==> src/rtl/dsi_tx_pkg.sv <==
package dsi_tx_pkg;

  typedef enum logic [2:0] {
    ST_IDLE,
    ST_HDR,
    ST_PAY,
    ST_CRC,
    ST_EOT
  } asm_state_t;

  localparam logic [5:0] EOT_DTYPE = 6'h08;
  localparam logic [7:0] EOT_FILL  = 8'h0F;

  // parity coverage of each ECC bit over the 24 header bits
  function automatic logic [23:0] ecc_mask(input int k);
    case (k)
      0:       ecc_mask = 24'hF12CB7;
      1:       ecc_mask = 24'hF2555B;
      2:       ecc_mask = 24'h749A6D;
      3:       ecc_mask = 24'hB8E38E;
      4:       ecc_mask = 24'hDF03F0;
      default: ecc_mask = 24'hEFFC00;
    endcase
  endfunction

  // one byte of the reflected CRC-16 (0x8408), LSB first
  function automatic logic [15:0] crc_step(input logic [15:0] c, input logic [7:0] d);
    logic [15:0] r;
    logic        fb;
    r = c;
    for (int i = 0; i < 8; i++) begin
      fb = r[0] ^ d[i];
      r  = r >> 1;
      if (fb) r = r ^ 16'h8408;
    end
    return r;
  endfunction

endpackage

==> src/rtl/dsi_hdr_ecc.sv <==
module dsi_hdr_ecc
  import dsi_tx_pkg::*;
(
  input  logic [23:0] hdr,
  output logic [5:0]  ecc
);

  for (genvar k = 0; k < 6; k++) begin : g_par
    assign ecc[k] = ^(hdr & ecc_mask(k));
  end

endmodule

==> src/rtl/dsi_crc16.sv <==
module dsi_crc16
  import dsi_tx_pkg::*;
(
  input  logic        clk,
  input  logic        rst,
  input  logic        seed,
  input  logic        en,
  input  logic [7:0]  din,
  output logic [15:0] crc
);

  always_ff @(posedge clk) begin
    if (rst || seed) crc <= 16'hFFFF;
    else if (en)     crc <= crc_step(crc, din);
  end

endmodule

==> src/rtl/dsi_lane_stripe.sv <==
module dsi_lane_stripe #(
  parameter int NUM_LANES = 4,
  localparam int CW = $clog2(NUM_LANES + 1),
  localparam int IW = (NUM_LANES > 1) ? $clog2(NUM_LANES) : 1
) (
  input  logic                   clk,
  input  logic                   rst,
  input  logic                   in_valid,
  input  logic [7:0]             in_data,
  input  logic                   in_last,
  input  logic [CW-1:0]          lanes_n,
  output logic [NUM_LANES*8-1:0] out_data,
  output logic [NUM_LANES-1:0]   out_valid
);

  logic [IW-1:0]          idx;
  logic [7:0]             stage  [NUM_LANES];
  logic [NUM_LANES*8-1:0] merged;
  logic [NUM_LANES-1:0]   fill_mask;
  logic                   group_end;

  assign group_end = in_last || ((CW'(idx) + CW'(1)) >= lanes_n);

  for (genvar l = 0; l < NUM_LANES; l++) begin : g_lane
    assign merged[l*8 +: 8] = (IW'(l) == idx) ? in_data : stage[l];
    assign fill_mask[l]     = (IW'(l) <= idx);

    always_ff @(posedge clk) begin
      if (rst)                               stage[l] <= '0;
      else if (in_valid && IW'(l) == idx)    stage[l] <= in_data;
    end
  end

  always_ff @(posedge clk) begin
    if (rst) begin
      idx       <= '0;
      out_data  <= '0;
      out_valid <= '0;
    end else begin
      out_valid <= '0;
      if (in_valid) begin
        if (group_end) begin
          out_data  <= merged;
          out_valid <= fill_mask;
          idx       <= '0;
        end else begin
          idx <= idx + IW'(1);
        end
      end
    end
  end


  contiguous_mask_chk: assert property (@(posedge clk) disable iff (rst)
    (out_valid & (out_valid + 1'b1)) == '0);


  lane_limit_chk: assert property (@(posedge clk) disable iff (rst)
    $countones(out_valid) <= int'(lanes_n));

endmodule

==> src/rtl/dsi_pkt_lane_tx.sv <==
module dsi_pkt_lane_tx
  import dsi_tx_pkg::*;
#(
  parameter int NUM_LANES = 4,
  parameter int WC_W      = 16
) (
  input  logic                   clk,
  input  logic                   rst,
  input  logic                   req_valid,
  output logic                   req_ready,
  input  logic [1:0]             req_vc,
  input  logic [5:0]             req_dtype,
  input  logic                   req_long,
  input  logic [WC_W-1:0]        req_word,
  input  logic                   req_eot,
  input  logic [1:0]             lane_sel,
  input  logic [7:0]             pay_data,
  input  logic                   pay_valid,
  output logic                   pay_ready,
  output logic [NUM_LANES*8-1:0] lane_data,
  output logic [NUM_LANES-1:0]   lane_valid
);

  localparam int CW = $clog2(NUM_LANES + 1);
  localparam logic [23:0] EOT_HDR = {EOT_FILL, EOT_FILL, 2'b00, EOT_DTYPE};

  asm_state_t      state;
  logic [1:0]      sub;
  logic [23:0]     hdr_q;
  logic            long_q;
  logic            eot_q;
  logic [WC_W-1:0] remain;
  logic [CW-1:0]   lanes_q;
  logic [CW-1:0]   lanes_dec;
  logic [5:0]      hdr_ecc;
  logic [5:0]      eot_ecc;
  logic [15:0]     crc;
  logic            s_valid;
  logic [7:0]      s_data;
  logic            s_last;
  logic            accept;

  assign req_ready = (state == ST_IDLE);
  assign accept    = req_valid && req_ready;
  assign pay_ready = (state == ST_PAY);

  always_comb begin
    case (lane_sel)
      2'd1:    lanes_dec = CW'(2);
      2'd2:    lanes_dec = CW'(4);
      default: lanes_dec = CW'(1);
    endcase
    if (int'(lanes_dec) > NUM_LANES) lanes_dec = CW'(NUM_LANES);
  end

  dsi_hdr_ecc u_hdr_ecc (.hdr(hdr_q),   .ecc(hdr_ecc));
  dsi_hdr_ecc u_eot_ecc (.hdr(EOT_HDR), .ecc(eot_ecc));

  dsi_crc16 u_crc (
    .clk  (clk),
    .rst  (rst),
    .seed (accept),
    .en   (pay_ready && pay_valid),
    .din  (pay_data),
    .crc  (crc)
  );

  // byte source for the lane stage
  always_comb begin
    s_valid = 1'b0;
    s_data  = '0;
    s_last  = 1'b0;
    case (state)
      ST_HDR: begin
        s_valid = 1'b1;
        case (sub)
          2'd0:    s_data = hdr_q[7:0];
          2'd1:    s_data = hdr_q[15:8];
          2'd2:    s_data = hdr_q[23:16];
          default: s_data = {2'b00, hdr_ecc};
        endcase
        s_last = (sub == 2'd3) && !long_q && !eot_q;
      end
      ST_PAY: begin
        s_valid = pay_valid;
        s_data  = pay_data;
      end
      ST_CRC: begin
        s_valid = 1'b1;
        s_data  = sub[0] ? crc[15:8] : crc[7:0];
        s_last  = sub[0] && !eot_q;
      end
      ST_EOT: begin
        s_valid = 1'b1;
        case (sub)
          2'd0:    s_data = EOT_HDR[7:0];
          2'd1:    s_data = EOT_HDR[15:8];
          2'd2:    s_data = EOT_HDR[23:16];
          default: s_data = {2'b00, eot_ecc};
        endcase
        s_last = (sub == 2'd3);
      end
      default: ;
    endcase
  end

  always_ff @(posedge clk) begin
    if (rst) begin
      state   <= ST_IDLE;
      sub     <= '0;
      hdr_q   <= '0;
      long_q  <= 1'b0;
      eot_q   <= 1'b0;
      remain  <= '0;
      lanes_q <= CW'(1);
    end else begin
      case (state)
        ST_IDLE: if (accept) begin
          hdr_q   <= {req_word[15:8], req_word[7:0], req_vc, req_dtype};
          long_q  <= req_long;
          eot_q   <= req_eot;
          remain  <= req_word;
          lanes_q <= lanes_dec;
          sub     <= '0;
          state   <= ST_HDR;
        end
        ST_HDR: begin
          sub <= sub + 2'd1;
          if (sub == 2'd3) begin
            if (long_q)     state <= (remain == '0) ? ST_CRC : ST_PAY;
            else if (eot_q) state <= ST_EOT;
            else            state <= ST_IDLE;
          end
        end
        ST_PAY: if (pay_valid) begin
          remain <= remain - WC_W'(1);
          if (remain == WC_W'(1)) state <= ST_CRC;
        end
        ST_CRC: begin
          sub <= sub + 2'd1;
          if (sub[0]) begin
            sub   <= '0;
            state <= eot_q ? ST_EOT : ST_IDLE;
          end
        end
        ST_EOT: begin
          sub <= sub + 2'd1;
          if (sub == 2'd3) state <= ST_IDLE;
        end
        default: state <= ST_IDLE;
      endcase
    end
  end

  dsi_lane_stripe #(.NUM_LANES(NUM_LANES)) u_stripe (
    .clk       (clk),
    .rst       (rst),
    .in_valid  (s_valid),
    .in_data   (s_data),
    .in_last   (s_last),
    .lanes_n   (lanes_q),
    .out_data  (lane_data),
    .out_valid (lane_valid)
  );


  busy_after_accept_chk: assert property (@(posedge clk) disable iff (rst)
    accept |=> !req_ready);


  pay_only_when_busy_chk: assert property (@(posedge clk) disable iff (rst)
    pay_ready |-> !req_ready);


  lanes_held_chk: assert property (@(posedge clk) disable iff (rst)
    (!req_ready && $past(!req_ready)) |-> $stable(lanes_q));


  stall_hold_chk: assert property (@(posedge clk) disable iff (rst)
    (pay_ready && !pay_valid) |=> (state == ST_PAY) && $stable(remain));

endmodule

==> config.mk <==
export PLATFORM = sky130hd
export DESIGN_NAME = dsi_pkt_lane_tx
export DESIGN_NICKNAME = d
export VERILOG_FILES = /design/src/rtl/dsi_tx_pkg.sv /design/src/rtl/dsi_hdr_ecc.sv /design/src/rtl/dsi_crc16.sv /design/src/rtl/dsi_lane_stripe.sv /design/src/rtl/dsi_pkt_lane_tx.sv
export SDC_FILE = /design/constraint.sdc
export NUM_CORES = 1
export LEC_CHECK = 0
export BUFFER_PORTS_ARGS = -buffer_cell sky130_fd_sc_hd__buf_2
export CELL_PAD_IN_SITES_DETAIL_PLACEMENT = 1
export CELL_PAD_IN_SITES_GLOBAL_PLACEMENT = 1
export CORE_ASPECT_RATIO = 1.2
export CORE_UTILIZATION = 40
export DETAILED_ROUTE_END_ITERATION = 12
export GPL_TIMING_DRIVEN = 0
export PLACE_DENSITY_LB_ADDON = 0.1
export SLEW_MARGIN = 25
export SYNTH_ARGS = -nofsm -noshare
export SYNTH_HDL_FRONTEND = slang
export SYNTH_SLANG_ARGS = --single-unit
==> constraint.sdc <==
create_clock -name clk -period 2.2 [get_ports clk]
set_input_delay 0.22 -clock clk [delete_from_list [all_inputs] [get_ports clk]]
set_output_delay 0.22 -clock clk [all_outputs]
set_load 0.02 [all_outputs]
# Yosys cells after proc, flatten, opt, wreduce, memory -nomap -nowiden
# Memory sizes are Yosys's and may differ from the RTL's. A register that Yosys moved wholly into a read port is not among the register bits.
# Cells that the tools add are included.
[classes]
magnitude_cmp = 6
n_eq_ne = 19
bitwise = 22
add_sub_neg = 4
muxes = 65
reduce_logical = 34
[ops]
columns = ["cell", "count"]
rows = [
  ["two-way mux 16 bit", 24],
  ["parity 24 bit", 6],
  ["two-way mux 8 bit", 5],
  ["one-hot mux 16 bit (2 select lines)", 1],
  ["one-hot mux 8 bit (4 select lines)", 1],
  ["two-way mux 3 bit", 9],
  ["NOT 2 -> 3 bit", 8],
  ["one-hot mux 8 bit (3 select lines)", 1],
  ["equality test 16 x 1 -> 1 bit, second input constant", 1],
  ["logical NOT 16 bit", 1],
  ["subtractor 16 x 1 -> 16 bit, second input constant", 1],
  ["two-way mux 1 bit", 15],
  ["one-hot mux 3 bit (5 select lines)", 1],
  ["logical AND 1 bit", 9],
  ["!= test 2 bit, second input constant", 4],
  ["one-hot mux 4 bit (2 select lines)", 1],
  ["XOR 1 bit", 8],
  ["equality test 2 bit, second input constant", 3],
  ["equality test 3 x 2 -> 1 bit, second input constant", 2],
  ["two-way mux 2 bit", 3],
  ["one-hot mux 2 bit (3 select lines)", 1],
  ["one-hot mux 3 bit (2 select lines)", 1],
  ["AND reduction 2 bit", 3],
  ["AND reduction 6 bit", 1],
  ["25 further kinds", 40],
]
[totals]
ramBits = 32
regBits = 72
word_cells = 161
mem_count = 1
[mem_list]
columns = ["memory", "depth", "width", "read_ports", "rd_clocked_by_memory_dff", "wr", "line", "text"]
rows = [
  ["u_stripe.stage", 4, 8, 4, 4, 4, "dsi_lane_stripe.sv:17", "logic [7:0] stage [NUM_LANES];"],
]

# Logic depth before layout (Yosys ltp)
# Gate-level depths: netlist (run 1).
[logic_depth]
depth_word = 30
mapped_depth = 9
ltp_nobuf = 7

# Cells and area by module
# Synthesis (run 1) repeated with hierarchy kept, for this count alone.
[hier_totals]
hier_cells = 849
area_unflattened_um2 = 7722.4
[by_module_without_submodules]
columns = ["mod", "cells_each", "instances", "area_per_inst_um2"]
rows = [
  ["dsi_pkt_lane_tx", 404, 1, 2932.8],
  ["dsi_lane_stripe", 282, 1, 2856.5],
  ["dsi_hdr_ecc", 41, 2, 519.2],
  ["dsi_crc16", 81, 1, 894.6],
]

# Worst setup path before layout (run 1)
# No wires, ideal clock.
[synth_path]
path_kind = "register to register"
from = "register sub[0]"
to = "register u_stripe.out_data[14] (netlist: lane_data[14]) (read register of u_stripe.stage)"
n_path_buf = 2
path_stages_with_launch = 10
setup_slack_ns = -0.040
t_arrival_ns = 2.106
path_cell_list = "dfxtp_1 > buf_2 > inv_1 > ha_1 > clkbuf_1 > a222oi_1 > nor3_2 > a21oi_1 > a2bb2oi_1 > a211oi_1"
[synth_via]
elab_chain_len = 6
word_cells_on_any_way = 7
classes_between = "1 x eq/ne; 1 x mux; 5 x reduce/logical"
[synth_rtl]
columns = ["element", "line", "text"]
rows = [
  ["start: declaration", "dsi_pkt_lane_tx.sv:28", "logic [1:0] sub;"],
  ["start signal: assignment", "dsi_pkt_lane_tx.sv:128", "sub <= sub + 2'd1;"],
  ["start signal: assignment", "dsi_pkt_lane_tx.sv:140", "sub <= sub + 2'd1;"],
  ["start signal: assignment", "dsi_pkt_lane_tx.sv:147", "sub <= sub + 2'd1;"],
  ["equality test 2 bit", "dsi_pkt_lane_tx.sv:82, dsi_pkt_lane_tx.sv:101", ""],
  ["logical AND 1 bit (2 in a row)", "dsi_pkt_lane_tx.sv:82", "s_last = (sub == 2'd3) && !long_q && !eot_q;"],
  ["one-hot mux 1 bit (3 select lines) *", "dsi_pkt_lane_tx.sv:73", "case (state)"],
  ["logical OR 1 bit *", "dsi_lane_stripe.sv:22", "assign group_end = in_last || ((CW'(idx) + CW'(1)) >= lanes_n);"],
  ["AND reduction 2 bit (no line) *", "-", ""],
  ["end: declaration", "dsi_lane_stripe.sv:12", "output logic [NUM_LANES*8-1:0] out_data,"],
]
# Every way passes the cells marked *; elsewhere a longest branch is shown, timed or not.
# A chain may end at the register's enable or synchronous reset.

# Final worst setup path (run 1)
[layout_path]
from = "register sub[0]"
to = "register u_stripe.out_data[9] (netlist: lane_data[9]) (read register of u_stripe.stage)"
# Same word-level chain as after synthesis.

==> impl_metrics.py, run 1 <==
metrics = {
    "layout": {
        "design_area_um2": 8820,
        "nets": 966,
        "n_fill_cell": 1989,
        "diodes": 0,
        "areaGrowthSynthToFinish_pct": 25.5,
        "drive_gt1_frac": 0.238,
        "stdcell_count": 1138,
    },
    "die": {
        "core_area_um2": 17000,
        "die_y_um": 147,
        "io_pins": 78,
        "start_util": 0.412,
        "die-area_um2": 18100,
        "die_w_um": 123,
        "core.rowCount": 52,
    },
    "sta": {
        "tns_ns": -0.177,
        "slew_viol_final": 0,
        "report.final.hold_viol_count": 0,
        "slew_headroom": 0.424,
        "finalWorstSetupSlack_ns": -0.0406,
        "max_freq_mhz": 446,
        "period_needed_ns": 2.24,
        "period_share": 1.02,
        "grt_setup_unrepaired": "true",
        "skew_ns": 0.00960,
        "setup_viol": 6,
        "worst_pin_slew_ns": 0.864,
    },
    "power_and_ir_drop": {
        "sw_frac_of_total": 0.340,
        "p_total_mw": 8.26,
        "p_leak_nw": 3.51,
        "pwr-share-clk": 0.378,
        "power_frac_comb": 0.287,
        "p_seq_frac": 0.335,
        "p_int_mw": 5.45,
        "peakVddDrop_v": 0.000543,
        "switching_power_mw": 2.80,
        "powerDensity_nw_per_um2": 936,
    },
    "placement": {
        "place.gp.congestion": 0.935,
        "place_area_um2": 7690,
        "dp_cells": 1095,
        "io_buffer_count": 76,
        "place_hpwl_um": 17400,
    },
    "logic_synthesis": {
        "synth-edff-count": 0,
        "yosysWarningCount": 0,
        "yosysUniqueCellTypes": 73,
        "syn_nets": 860,
        "syn_inst": 803,
        "yosysSeqAreaShare": 0.387,
        "syn_avg_cell_area_um2": 8.75,
        "ys_ff_latch": 136,
        "synth_top_area_cell": "dfxtp_1",
        "synthTopCellsByArea": "dfxtp_1, nand2_1, a21oi_1",
        "synth_top_cell_area_share": 0.387,
        "ys.flop_type": "dfxtp_1",
        "netlist_area_um2": 7030,
        "ys_async_sr_fraction": 0,
    },
    "route": {
        "dr.pass1.iters": 4,
        "drt-total-wl_um": 23900,
        "num_vias": 6562,
        "drc": 0,
        "ant_nets": 0,
        "post_drt_wl_per_cell_um": 21.0,
        "drt_iter0_markers": 332,
        "drt-vias-per-instance": 5.77,
    },
    "clock_tree": {
        "cts_max_path_buffers": 2,
        "clkSinkCount": 136,
        "cts_root_buf": "clkbuf_16",
        "htreeDepth": 4,
        "clk-insertion-delay-late_ns": 0.43,
        "cts.clk_slew.worst_paths_ns": 0.07,
        "numCtsBuffers": 17,
        "cts_tree": "done",
    },
    "worst_hold_path": {
        "timing.hold.worst.start": "req_dtype[3]",
        "hold_class": "input pin to flop",
    },
    "worst_setup_path": {
        "worstPathArrival_ns": 2.54,
        "cp.required_ns": 2.50,
        "crit_path_start": "sub[0]$_SDFFE_PP0P_",
        "critPathMaxFanout": 6,
        "reg2reg_from": "sub[0]$_SDFFE_PP0P_",
        "cp-start-kind": "flop",
        "crit_type": "flop to flop",
        "cp-end-kind": "flop",
    },
    "global_routing": {
        "overflow": 0,
        "grt_pass1_wl_um": 37600,
        "antenna_found_initial": 0,
        "grt_pass1_vias": 6822,
        "grt_use_total": 0.273,
        "grt_max_degree": 17,
    },
    "outcome": {
        "violations": "negative setup slack",
        "status": "finished, violations left",
    },
    "flow_run": {
        "maxCapViolCount": 0,
    },
}
[cell type report]
| type | instances | area [um2] | area share |
|---|---|---|---|
| clock inverter | 13 | 181 | 0.0206 |
| multi-input combinational | 580 | 4270 | 0.484 |
| timing repair buffer | 92 | 522 | 0.0591 |
| clock buffer | 19 | 453 | 0.0513 |
| buffer | 50 | 278 | 0.0315 |
| sequential | 136 | 2730 | 0.309 |
| inverter | 32 | 121 | 0.0138 |
| tap | 216 | 270 | 0.0306 |
[flip-flops by register name, summed over array words and instances (netlist names)]
name	flops
state	3
remain	16
eot_q	1
u_crc.crc	16
u_stripe.idx	2
hdr_q	24
u_stripe.stage	32
lanes_q	3
u_stripe.out_valid	4
lane_data	32
long_q	1
sub	2
[synthesized netlist by cell type, drive strengths merged (3+ instances only)]
library cell    n
dfxtp         136
nand2         121
a21oi          70
o21ai          42
nor2           38
xnor2          35
o211ai         33
clkbuf         32
inv            30
buf            23
o221ai         19
ha             17
nand3          17
nor3           15
xor2           15
a211oi         14
a22oi          13
xnor3          12
nand4           9
a2bb2oi         8
nor4            8
a21o            7
a22o            6
a31oi           6
mux2i           6
o22ai           6
o32ai           6
or3b            6
mux2            5
nand2b          5
nor3b           5
nor2b           4
a221oi          3
[placed cells by master (no fill, tap or decap), types with 24 or more instances in the layout]
cell,synthesis,routed
clkbuf_1,32,24
o211ai_1,33,33
nor2_1,38,36
xnor2_1,34,34
nand2_1,121,119
o21ai_0,33,33
inv_1,30,30
a21oi_1,70,65
buf_2,18,88
dfxtp_1,136,132
[final timing paths]
check / endpoint / slack, ns / depth (start not counted)
worst max-delay path: lane_data[9]$_SDFFE_PP0P_ / -0.04 / 8
worst min-delay path: hdr_q[3]$_SDFFE_PP0P_ / 0.04 / 3
worst max register to register: lane_data[9]$_SDFFE_PP0P_ / -0.04 / 8
worst min register to register: u_stripe.stage[1][15]$_DFF_P_ / 0.46 / 2
[worst max-delay path, cell delays in order (launching register included)]
cell	delay (ns)
dfxtp_4	0.39
buf_8	0.13
inv_1	0.18
ha_4	0.25
and4bb_2	0.27
a221oi_4	0.33
nand2_1	0.15
o21ai_4	0.24
o221ai_1	0.14
[logic make-up (layout without fill, tap and decap cells)]
kind of cell               after synthesis  in the layout  share of synthesized area
and+or+nand+nor                        245            245                      0.171
muxes                                   11             11                     0.0166
adders and majority gates               17             17                     0.0303
buffers and inverters                   87            206                     0.0536
AOI/OAI and AO/OA                      245            245                      0.239
DFF                                    136            136                      0.387
xor gates and xnor gates                62             62                      0.102
[layer usage]
metal / track usage / wire length [um] / up-vias
met5: 0 / 0 / -
met3: 0.0512 / 892 / 45
li1: - / - / 3112
met4: 0.103 / 646 / 0
met2: 0.456 / 11600 / 150
met1: 0.344 / 10800 / 3255
[stage by stage]
step	worst slack [ns]	hold WS [ns]	util
CTS	-0.0239	0.0236	0.504
global placement	-0.742	0.423	0.451
detailed placement	-0.809	0.441	0.451
global route	-0.0935	0.0384	0.518
floorplan	0.0431	0.356	-
finish	-0.0406	0.0360	0.518
[power by group through the flow]
stage	Clock, mW	Sequential, mW	Combinational, mW
after detailed placement	0	2.81	1.98
after global routing	3.26	2.79	2.54
after floorplan	0	2.81	1.39
after global placement	0	2.80	1.94
final	3.12	2.77	2.37
after CTS	3.15	2.76	2.18
[timing repair]
action,in CTS,in global routing
buffers inserted,12,3
resized for setup,37,41
hold buffers,0,0
cloned,0,1
pin swaps,8,7
endpoints found under the setup margin,72,80
No activity file was read; power rests on OpenSTA's default activity.
==> run 2: changes to the inputs <==
--- a/config.mk
+++ b/config.mk
@@ -13,6 +13,7 @@
 export DETAILED_ROUTE_END_ITERATION = 12
 export GPL_TIMING_DRIVEN = 0
 export PLACE_DENSITY_LB_ADDON = 0.1
+export REMOVE_ABC_BUFFERS = 1
 export SLEW_MARGIN = 25
 export SYNTH_ARGS = -nofsm -noshare
 export SYNTH_HDL_FRONTEND = slang
==> run 2 against run 1 <==
Net effect: utilization grew 0.94 points; critical endpoint is now lane_data[3]$_SDFFE_PP0P_; highest routed layer unchanged; combinational power grew 5%; wire length grew 4.4%; total power grew 0.62%; sequential power is essentially flat; register-to-register slack lost 0.02 ns; count of clock-buffer cells in the layout grew 2; the run still ends with negative setup slack left; global-route usage grew 0.28 points; first-iteration DRC count grew 21%; maximum frequency shrank 0.83%; via count grew 0.75%.
==> impl_metrics.py, run 2 (same netlist as run 1, synthesis figures left out) <==
metrics = {
    "outcome": {
        "status": "finished, violations left",
        "violations": "negative setup slack",
    },
    "sta": {
        "max_freq_mhz": 443,
        "grt_setup_unrepaired": "true",
        "finalWorstSetupSlack_ns": -0.0594,
        "slew_headroom": 0.415,
        "hold_slack_ns": 0.0311,
        "setup_viol": 18,
        "period_needed_ns": 2.26,
        "report.final.hold_viol_count": 0,
        "skew_ns": 0.00980,
        "tns_ns": -0.431,
        "slew_viol_final": 0,
        "worst_pin_slew_ns": 0.878,
        "period_share": 1.03,
    },
    "layout": {
        "nets": 939,
        "final_common_cell": "dfxtp_1",
        "areaGrowthSynthToFinish_pct": 27.8,
        "diodes": 0,
        "stdcell_count": 1110,
        "final_cell_mix": "dfxtp_1, nand2_1, buf_2",
        "drive_gt1_frac": 0.274,
        "design_area_um2": 8980,
        "finish.utilization": 0.527,
    },
    "worst_setup_path": {
        "critPathMaxFanout": 12,
        "reg2reg_slack_ns": -0.06,
        "r2r_end": "lane_data[3]$_SDFFE_PP0P_",
        "worstPathArrival_ns": 2.55,
        "cp-start-kind": "flop",
        "reg2regPathDepth": 7,
        "path_delay_family": "compound AO/OA/AOI/OAI gates",
        "cpMaxStageDelayCell": "or3b_4",
        "critPathMaxStageDelay_ns": 0.40,
        "cp-end-kind": "flop",
        "cp.required_ns": 2.49,
        "cp_cell_sequence": "ha_4, or3b_4, a21o_4, buf_4, o221a_4, o211ai_1, o221ai_2",
        "cp.buffers_inverters": 1,
        "reg2reg_from": "sub[0]$_SDFFE_PP0P_",
        "crit_type": "flop to flop",
    },
    "route": {
        "ant_nets": 0,
        "drt-total-wl_um": 25000,
        "drt_iter0_markers": 402,
        "post_drt_wl_per_cell_um": 22.5,
        "dr.pass1.iters": 8,
        "drt-vias-per-instance": 5.96,
        "num_vias": 6611,
        "drc": 0,
    },
    "clock_tree": {
        "cts.clk_slew.worst_paths_ns": 0.06,
        "cts_root_buf": "clkbuf_16",
        "clk-insertion-delay-late_ns": 0.42,
        "numCtsBuffers": 17,
        "htreeDepth": 4,
        "cts_max_path_buffers": 2,
        "clkSinkCount": 136,
        "cts_tree": "done",
        "cts.hold.buffers_added": 0,
    },
    "worst_hold_path": {
        "hold_class": "input pin to flop",
        "worstHoldPathCells": 3,
        "timing.hold.worst.start": "req_vc[1]",
        "holdPathEnd": "hdr_q[7]$_SDFFE_PP0P_",
    },
    "placement": {
        "place_hpwl_um": 15500,
        "place.gp.congestion": 0.846,
        "pre_cts_slack_ns": -1.29,
        "io_buffer_count": 77,
        "place_area_um2": 7460,
        "dp_cells": 1043,
    },
    "global_routing": {
        "overflow": 0,
        "grt_pass1_wl_um": 37800,
        "grt_use_total": 0.276,
        "grt_pass1_vias": 6930,
        "antenna_found_initial": 0,
        "grt_max_degree": 72,
    },
    "power_and_ir_drop": {
        "peakVddDrop_v": 0.000497,
        "p_leak_nw": 3.50,
        "powerDensity_nw_per_um2": 925,
        "p_total_mw": 8.31,
    },
    "die": {
        "start_util": 0.412,
        "core_area_um2": 17000,
        "core.rowCount": 52,
        "io_pins": 78,
        "die_y_um": 147,
        "die_w_um": 123,
        "die-area_um2": 18100,
    },
    "flow_run": {
        "maxCapViolCount": 0,
    },
}
## run 2: where the power goes
part / switching, mW / leakage (nW) / total, mW / internal, mW
clock network: 1.16 / 0.286 / 3.01 / 1.85
registers: 0.190 / 1.11 / 2.80 / 2.61
logic: 1.47 / 2.10 / 2.50 / 1.03
## run 2: cell type report
class / instances / area, um2
inverters: 32 / 138
multi-input cells: 587 / 4510
fillers: 1947 / 8060
well taps: 216 / 270
flip-flops and latches: 136 / 2750
clock buffers: 21 / 460
repair buffers: 108 / 714
clock inverters: 10 / 144
## run 2: routing by layer
metal  up-vias  share of wire  global-route usage
met2       166           0.54               0.508
met5         -              0                   0
met1      3309           0.39               0.298
met3        60          0.025              0.0493
li1       3076              -                   -
met4         0          0.039               0.130
## run 2: tightest hold or removal path, cell delays in order
cell and delay, ns:
buf_2 0.09, nand2_1 0.04, a21oi_1 0.05
## run 2: worst max path at each step
stage	from	endpoint	slack, ns	cells past startpoint
floorplan	state[0]$_SDFFE_PP0P_	remain[14]$_SDFFE_PP0P_	-1.06	5
global placement	state[0]$_SDFFE_PP0P_	remain[14]$_SDFFE_PP0P_	-2.74	5
detailed placement	state[0]$_SDFFE_PP0P_	remain[14]$_SDFFE_PP0P_	-1.29	6
CTS	state[1]$_SDFFE_PP0P_	remain[14]$_SDFFE_PP0P_	-0.02	5
global route	sub[0]$_SDFFE_PP0P_	lane_data[25]$_SDFFE_PP0P_	-0.12	8
finish	sub[0]$_SDFFE_PP0P_	lane_data[3]$_SDFFE_PP0P_	-0.06	7
## run 2: what timing repair did
| item | CTS | global route |
|---|---|---|
| gates cloned | 6 | 2 |
| pin swaps | 9 | 18 |
| setup endpoints to repair | 133 | 56 |
| buffers inserted | 17 | 11 |
| gates resized for setup | 75 | 34 |
